[src/rtl/io_steer_pkg.sv]
package io_steer_pkg;

    // Registered interrupt state: three synchroniser stages, the pending
    // latch and the acknowledge-fetch flag.
    typedef struct packed {
        logic sync1;
        logic sync2;
        logic sync3;
        logic pend;
        logic ack;
    } irq_state_t;

    // Source selected for the processor input byte.
    typedef enum logic [1:0] {
        SRC_MEM  = 2'd0,
        SRC_PORT = 2'd1,
        SRC_IRQ  = 2'd2
    } data_src_t;

endpackage

[src/rtl/io_port_decode.sv]
module io_port_decode #(
    parameter int ADDR_W   = 14,
    parameter int PORT_LSB = 9,
    parameter int PORT_W   = 5,
    parameter int N_IN     = 8,
    parameter int N_OUT    = (1 << PORT_W) - N_IN
) (
    input  logic              clk,
    input  logic              rst_n,
    input  logic [ADDR_W-1:0] addr,
    input  logic              cyc_io,
    input  logic              cyc_xfer,
    output logic [N_IN-1:0]   in_sel,
    output logic [N_OUT-1:0]  out_sel,
    output logic              port_rd
);

    logic [PORT_W-1:0] port_num;
    logic              io_live;

    always_comb begin
        port_num = addr[PORT_LSB +: PORT_W];
        io_live  = cyc_io && cyc_xfer;
        port_rd  = io_live && (port_num < PORT_W'(N_IN));
    end

    for (genvar gi = 0; gi < N_IN; gi++) begin : g_in_strobe
        assign in_sel[gi] = io_live && (port_num == PORT_W'(gi));
    end

    for (genvar go = 0; go < N_OUT; go++) begin : g_out_strobe
        assign out_sel[go] = io_live && (port_num == PORT_W'(N_IN + go));
    end

    // strobes are mutually exclusive
    a_r3_one_strobe: assert property (@(posedge clk) disable iff (!rst_n)
        $onehot0({in_sel, out_sel}));

    // no strobe outside the transfer state of an I/O cycle
    a_r3_quiet_idle: assert property (@(posedge clk) disable iff (!rst_n)
        !(cyc_io && cyc_xfer) |-> ($countones({in_sel, out_sel}) == 0));

    // a live I/O transfer always selects some port
    a_r1_r2_one_live: assert property (@(posedge clk) disable iff (!rst_n)
        (cyc_io && cyc_xfer) |-> ($countones({in_sel, out_sel}) == 1));

endmodule

[src/rtl/io_irq_latch.sv]
module io_irq_latch
    import io_steer_pkg::*;
(
    input  logic clk,
    input  logic rst_n,
    input  logic irq_req,
    input  logic cyc_fetch,
    input  logic cyc_start,
    input  logic cyc_end,
    output logic irq_pend,
    output logic irq_ack
);

    irq_state_t st_d, st_q;
    logic       new_req;
    logic       ack_done;
    logic       ack_begin;

    always_comb begin
        new_req   = st_q.sync2 && !st_q.sync3;
        ack_done  = st_q.ack && cyc_end;
        ack_begin = !st_q.ack && st_q.pend && cyc_fetch && cyc_start;

        st_d       = st_q;
        st_d.sync1 = irq_req;
        st_d.sync2 = st_q.sync1;
        st_d.sync3 = st_q.sync2;
        st_d.pend  = new_req || (st_q.pend && !ack_done);
        if (ack_done) begin
            st_d.ack = 1'b0;
        end else if (ack_begin) begin
            st_d.ack = 1'b1;
        end
    end

    always_ff @(posedge clk) begin
        if (!rst_n) begin
            st_q <= '0;
        end else begin
            st_q <= st_d;
        end
    end

    assign irq_pend = st_q.pend;
    assign irq_ack  = st_q.ack;

    // an acknowledge fetch only begins from a pending request at a fetch start
    a_r7_ack_from_pend: assert property (@(posedge clk) disable iff (!rst_n)
        $rose(irq_ack) |-> $past(irq_pend && cyc_fetch && cyc_start));

    // the acknowledge ends with the last state of its fetch
    a_r8_ack_release: assert property (@(posedge clk) disable iff (!rst_n)
        (irq_ack && cyc_end) |=> !irq_ack);

    // the acknowledge holds until that last state
    a_r8_ack_hold: assert property (@(posedge clk) disable iff (!rst_n)
        (irq_ack && !cyc_end) |=> irq_ack);

    // a pending request is kept until serviced
    a_r6_pend_kept: assert property (@(posedge clk) disable iff (!rst_n)
        (irq_pend && !(irq_ack && cyc_end)) |=> irq_pend);

endmodule

[src/rtl/io_data_steer.sv]
module io_data_steer
    import io_steer_pkg::*;
#(
    parameter int DATA_W = 8
) (
    input  logic              irq_ack,
    input  logic              port_rd,
    input  logic [DATA_W-1:0] irq_code,
    input  logic [DATA_W-1:0] per_in,
    input  logic [DATA_W-1:0] mem_in,
    output logic [DATA_W-1:0] cpu_data
);

    data_src_t src;

    always_comb begin
        if (irq_ack) begin
            src = SRC_IRQ;
        end else if (port_rd) begin
            src = SRC_PORT;
        end else begin
            src = SRC_MEM;
        end

        unique case (src)
            SRC_IRQ:  cpu_data = irq_code;
            SRC_PORT: cpu_data = per_in;
            default:  cpu_data = mem_in;
        endcase
    end

endmodule

[src/rtl/io_port_steer.sv]
module io_port_steer
    import io_steer_pkg::*;
#(
    parameter int ADDR_W   = 14,
    parameter int DATA_W   = 8,
    parameter int PORT_LSB = 9,
    parameter int PORT_W   = 5,
    parameter int N_IN     = 8,
    parameter int N_OUT    = (1 << PORT_W) - N_IN
) (
    input  logic              clk,
    input  logic              rst_n,
    input  logic [ADDR_W-1:0] addr,
    input  logic              cyc_fetch,
    input  logic              cyc_io,
    input  logic              cyc_start,
    input  logic              cyc_xfer,
    input  logic              cyc_end,
    input  logic [DATA_W-1:0] mem_in,
    input  logic [DATA_W-1:0] per_in,
    input  logic              irq_req,
    input  logic [DATA_W-1:0] irq_code,
    output logic [N_IN-1:0]   in_sel,
    output logic [N_OUT-1:0]  out_sel,
    output logic [DATA_W-1:0] cpu_data,
    output logic              irq_pend,
    output logic              irq_ack
);

    logic port_rd;

    io_port_decode #(
        .ADDR_W  (ADDR_W),
        .PORT_LSB(PORT_LSB),
        .PORT_W  (PORT_W),
        .N_IN    (N_IN),
        .N_OUT   (N_OUT)
    ) u_decode (
        .clk     (clk),
        .rst_n   (rst_n),
        .addr    (addr),
        .cyc_io  (cyc_io),
        .cyc_xfer(cyc_xfer),
        .in_sel  (in_sel),
        .out_sel (out_sel),
        .port_rd (port_rd)
    );

    io_irq_latch u_irq (
        .clk      (clk),
        .rst_n    (rst_n),
        .irq_req  (irq_req),
        .cyc_fetch(cyc_fetch),
        .cyc_start(cyc_start),
        .cyc_end  (cyc_end),
        .irq_pend (irq_pend),
        .irq_ack  (irq_ack)
    );

    io_data_steer #(
        .DATA_W(DATA_W)
    ) u_steer (
        .irq_ack (irq_ack),
        .port_rd (port_rd),
        .irq_code(irq_code),
        .per_in  (per_in),
        .mem_in  (mem_in),
        .cpu_data(cpu_data)
    );

    // the device opcode wins over every other source during the ack fetch
    a_r7_code_wins: assert property (@(posedge clk) disable iff (!rst_n)
        irq_ack |-> (cpu_data == irq_code));

    // an input-port transfer outside an ack fetch returns peripheral data
    a_r4_port_data: assert property (@(posedge clk) disable iff (!rst_n)
        (!irq_ack && (|in_sel)) |-> (cpu_data == per_in));

    // with no strobe and no ack, memory data passes through
    a_r5_mem_data: assert property (@(posedge clk) disable iff (!rst_n)
        (!irq_ack && !(|in_sel)) |-> (cpu_data == mem_in));

endmodule

[config.mk]
export PLATFORM = sky130hd
export DESIGN_NAME = io_port_steer
export DESIGN_NICKNAME = d
export VERILOG_FILES = /design/src/rtl/io_steer_pkg.sv /design/src/rtl/io_port_decode.sv /design/src/rtl/io_irq_latch.sv /design/src/rtl/io_data_steer.sv /design/src/rtl/io_port_steer.sv
export SDC_FILE = /design/constraint.sdc
export NUM_CORES = 1
export LEC_CHECK = 0
export BUFFER_PORTS_ARGS = -buffer_cell sky130_fd_sc_hd__buf_2
export CORE_ASPECT_RATIO = 0.75
export CORE_MARGIN = 5
export CORE_UTILIZATION = 30
export CTS_CLUSTER_SIZE = 12
export DETAILED_ROUTE_END_ITERATION = 8
export PLACE_DENSITY_LB_ADDON = 0.1
export SLEW_MARGIN = 15
export SYNTH_ARGS = -nofsm -noshare
export SYNTH_HDL_FRONTEND = slang
export SYNTH_HIERARCHICAL = 1
export SYNTH_SLANG_ARGS = --single-unit
[constraint.sdc]
create_clock -name clk -period 1.1 [get_ports clk]
set_input_delay 0.11 -clock clk [delete_from_list [all_inputs] [get_ports clk]]
set_output_delay 0.11 -clock clk [all_outputs]
set_load 0.02 [all_outputs]
==> flow_summary.toml <==
[run]
timing.max_cap.violations = 0

[detailed_routing]
met2RoutedLength_mm = 1.612
ant_nets = 0
initialDrtViolationCount = 57
detailroute.via_count = 988
drt_pre_antenna_iters = 4
post_drt_via_cell_ratio = 4.867
top_layer_used = "met4"
met1_wire_length_microns = 998
post-route-drc-count = 0
routed_wire_length_per_instance_microns = 13.78
routed_wirelength_mm = 2.797
route.met3.wl_microns = 167

[worst_setup_path]
critPathBufInv = 4
cell_type_of_the_slowest_stage_on_the_worst_timing_path = "sky130_fd_sc_hd__mux2i_2"
critical-path-max-stage-delay_ns = 0.22
critical_path_arrival_ns = 1.06
timing.critical_path.fanout_max = 8
critical_path.endpoint_type = "output pin"
criticalPathCategory = "input pin to output pin"
cpLargestDelayFamily = "buffers and inverters"
crit_chain = "buf_6 -> nand4bb_4 -> inv_2 -> buf_12 -> mux2i_2 -> o21ai_2 -> buf_6"
crit_required_ns = 0.99
critPathMostFrequentCell = "sky130_fd_sc_hd__buf_6"
crit_path_start_kind = "input pin"

[sta]
final_period_utilization_pct = 106.8
tightest_pin_transition_ns = 0.2296
final.min_clock_period_ns = 1.175
finalSetupViolations = 8
rsz0062_at_grt = "yes"
finalMaxSlewViolations = 0
worst_clock_skew_on_the_final_layout_ns = 0.001081
max_freq_mhz = 851.2
timing.setup.tns_ns = -0.4138
hold_violations = 0
worst_slew_margin_rel_pct = 84.70
setup_slack_ns = -0.07480

[status]
violated_checks = "negative setup slack"
run_status = "finished with violations"

[clock_network]
number_of_sinks_on_the_clock_net = 5
clk_root_buffer_cell = "sky130_fd_sc_hd__clkbuf_4"
clockBufferDepth = 2
clock_insertion_delay_worst_skew_ns = 0.23
clk_pin_slew_ns = 0.04
cts_setup_buffers = 0
tritoncts = "yes"
cts-htree-levels = 1
ctsHoldBuffers = 0
tritoncts.num_buffers = 3

[power_and_ir_drop]
vdd.ir_drop.worst_v = 0.0005832
report.power.total_mw = 0.7499
total_leakage_power_nw = 0.6703
power.density_cell_area_nw_per_um2 = 524.8

[floorplan]
core_region_area_sq_um = 2252
die_w_microns = 65.71
total_number_of_placement_rows = 15
fp.dieArea_sq_um = 3402
top_level_ports = 88
die-height_microns = 51.78
initial_core_util_pct = 31.00

[global_route]
grt_first_pass_wirelength_mm = 4.071
number_of_global_route_vias_before_repair = 944
grt_max_degree = 21
global_route.overflow_total = 0
number_of_antenna_violations_at_the_first_check_in_global_routing = 0
globalRouteTotalUtil_pct = 14.86

[synth]
synth_area_per_cell_sq_um = 7.672
syn_nets = 137
synth-seq-area-share_pct = 14.34
mappedNetlistArea_sq_um = 698.2
ys_async_sr_fraction_pct = 0
synth_edf_count = 0
yosysUniqueCellTypes = 25
synthesis.yosys.warnings = 6
synth-seq-cells = 5
yosys_most_used_dff = "sky130_fd_sc_hd__dfxtp_1"
postSynthCellCount = 91

[placed_design]
detailedPlacementHpwl_mm = 2.139
setup_slack_after_placement_ns = -0.1251
port-buffer-count = 78
gpl.final_weighted_congestion = 0.7164
placement.cell_area_sq_um = 1176

[final_layout]
final_net_count = 225
antennaDiodeCount = 0
num-fill-cells = 206
fin_area_sq_um = 1429
fraction_of_layout_cells_with_a_size_suffix_above_1_pct = 73.03
syn_to_final_growth_pct = 104.7
final_util_pct = 63.44

[worst_hold_path]
hp-class = "input pin to flop"
==> state kept, by name (all words and copies together), names as in the netlist <==
register and count:
u_irq/irq_ack 1, u_irq/irq_pend 1, u_irq/st_d 2, u_irq/st_q 1
==> layer usage <==
layer | up-vias | global-route usage [%]
li1 | 497 | -
met1 | 459 | 18.31
met2 | 30 | 26.96
met3 | 2 | 1.728
met4 | 0 | 4.483
met5 | - | 0
==> where the power goes <==
part	internal (mW)	switching, mW
sequential	0.189	0.00337
clock	0.137	0.0670
combinational	0.163	0.191
total	0.489	0.261
==> Yosys cell counts (2+ instances only) <==
cell,instances,area [sq um]
sky130_fd_sc_hd__nor3_1,15,75.07
sky130_fd_sc_hd__nand2_1,10,37.54
sky130_fd_sc_hd__nor3_2,10,100.1
sky130_fd_sc_hd__mux2i_1,8,80.08
sky130_fd_sc_hd__o21ai_1,8,40.04
sky130_fd_sc_hd__nor2_1,6,22.52
sky130_fd_sc_hd__dfxtp_1,5,100.1
sky130_fd_sc_hd__buf_6,4,45.04
sky130_fd_sc_hd__nand2b_1,4,25.02
sky130_fd_sc_hd__and2_1,3,18.77
sky130_fd_sc_hd__buf_2,2,10.01
sky130_fd_sc_hd__inv_1,2,7.510
sky130_fd_sc_hd__nand3b_1,2,15.01
==> repair_timing <==
item | 4_1_cts | 5_1_grt
resized for setup | 12 | 42
endpoints found under the setup margin | 22 | 29
gates cloned | 0 | 1
pin swaps | 2 | 5
hold endpoints to repair | 0 | 0
==> kinds of logic (layout without fill, tap and decap cells) <==
kind of cell / Yosys count / after routing / share of synthesized area, %
AO/OA/AOI/OAI: 11 / 11 / 8.962
buffers and inverters: 8 / 95 / 8.961
flip-flops: 5 / 5 / 14.34
multiplexers: 8 / 8 / 11.47
AND/OR/NAND/NOR: 59 / 59 / 56.27
==> per-stage QoR <==
stage,instances,hold slack [ns]
2_1_floorplan,91,0.2276
5_1_grt,203,0.09142
3_3_place_gp,198,0.3186
3_5_place_dp,198,0.3240
6_report,203,0.08189
4_1_cts,202,0.07640
==> cell type report <==
type                    count  area (sq um)  area share (%)
multi-input cells          78         670.6           46.94
repair buffers             89         591.8           41.42
flip-flops and latches      5         101.3           7.093
well taps                  25         31.28           2.189
clock buffers               4         26.28           1.839
inverters                   2         7.507          0.5254
==> placed cells by master, fill, tap and decap left out, types with 2 or more instances in the layout <==
master and n:
sky130_fd_sc_hd__buf_2 52, sky130_fd_sc_hd__buf_12 2, sky130_fd_sc_hd__nor3_4 4, sky130_fd_sc_hd__buf_6 3
sky130_fd_sc_hd__nor3_2 17, sky130_fd_sc_hd__nand2_1 8, sky130_fd_sc_hd__nand2b_2 3, sky130_fd_sc_hd__nor3_1 5
sky130_fd_sc_hd__mux2i_2 2, sky130_fd_sc_hd__dfxtp_1 4, sky130_fd_sc_hd__o21ai_2 3, sky130_fd_sc_hd__clkbuf_4 3
sky130_fd_sc_hd__o21ai_1 5, sky130_fd_sc_hd__and2_1 3, sky130_fd_sc_hd__mux2i_1 6, sky130_fd_sc_hd__nor2_1 6
sky130_fd_sc_hd__nand2_2 2, sky130_fd_sc_hd__buf_4 31, sky130_fd_sc_hd__nand3b_1 2
==> final timing paths <==
kind / start / end / slack [ns] / cells past startpoint
worst min-delay path: irq_req / u_irq/st_d[3] / 0.08 / 2
worst min register to register: u_irq/st_d[3] / u_irq/st_d[2] / 0.43 / 1
worst max-delay path: addr[12] / cpu_data[3] / -0.07 / 7
worst max register to register: u_irq/irq_ack / u_irq/irq_pend / 0.19 / 3
==> worst register-to-register path: cells and delay by family (launching register included) <==
| kind | cells | cell delay (ns) |
|---|---|---|
| flip-flops | 1 | 0.37 |
| AO/OA/AOI/OAI | 2 | 0.27 |
| buffers and inverters | 1 | 0.17 |
No activity file was read; power rests on OpenSTA's default activity.
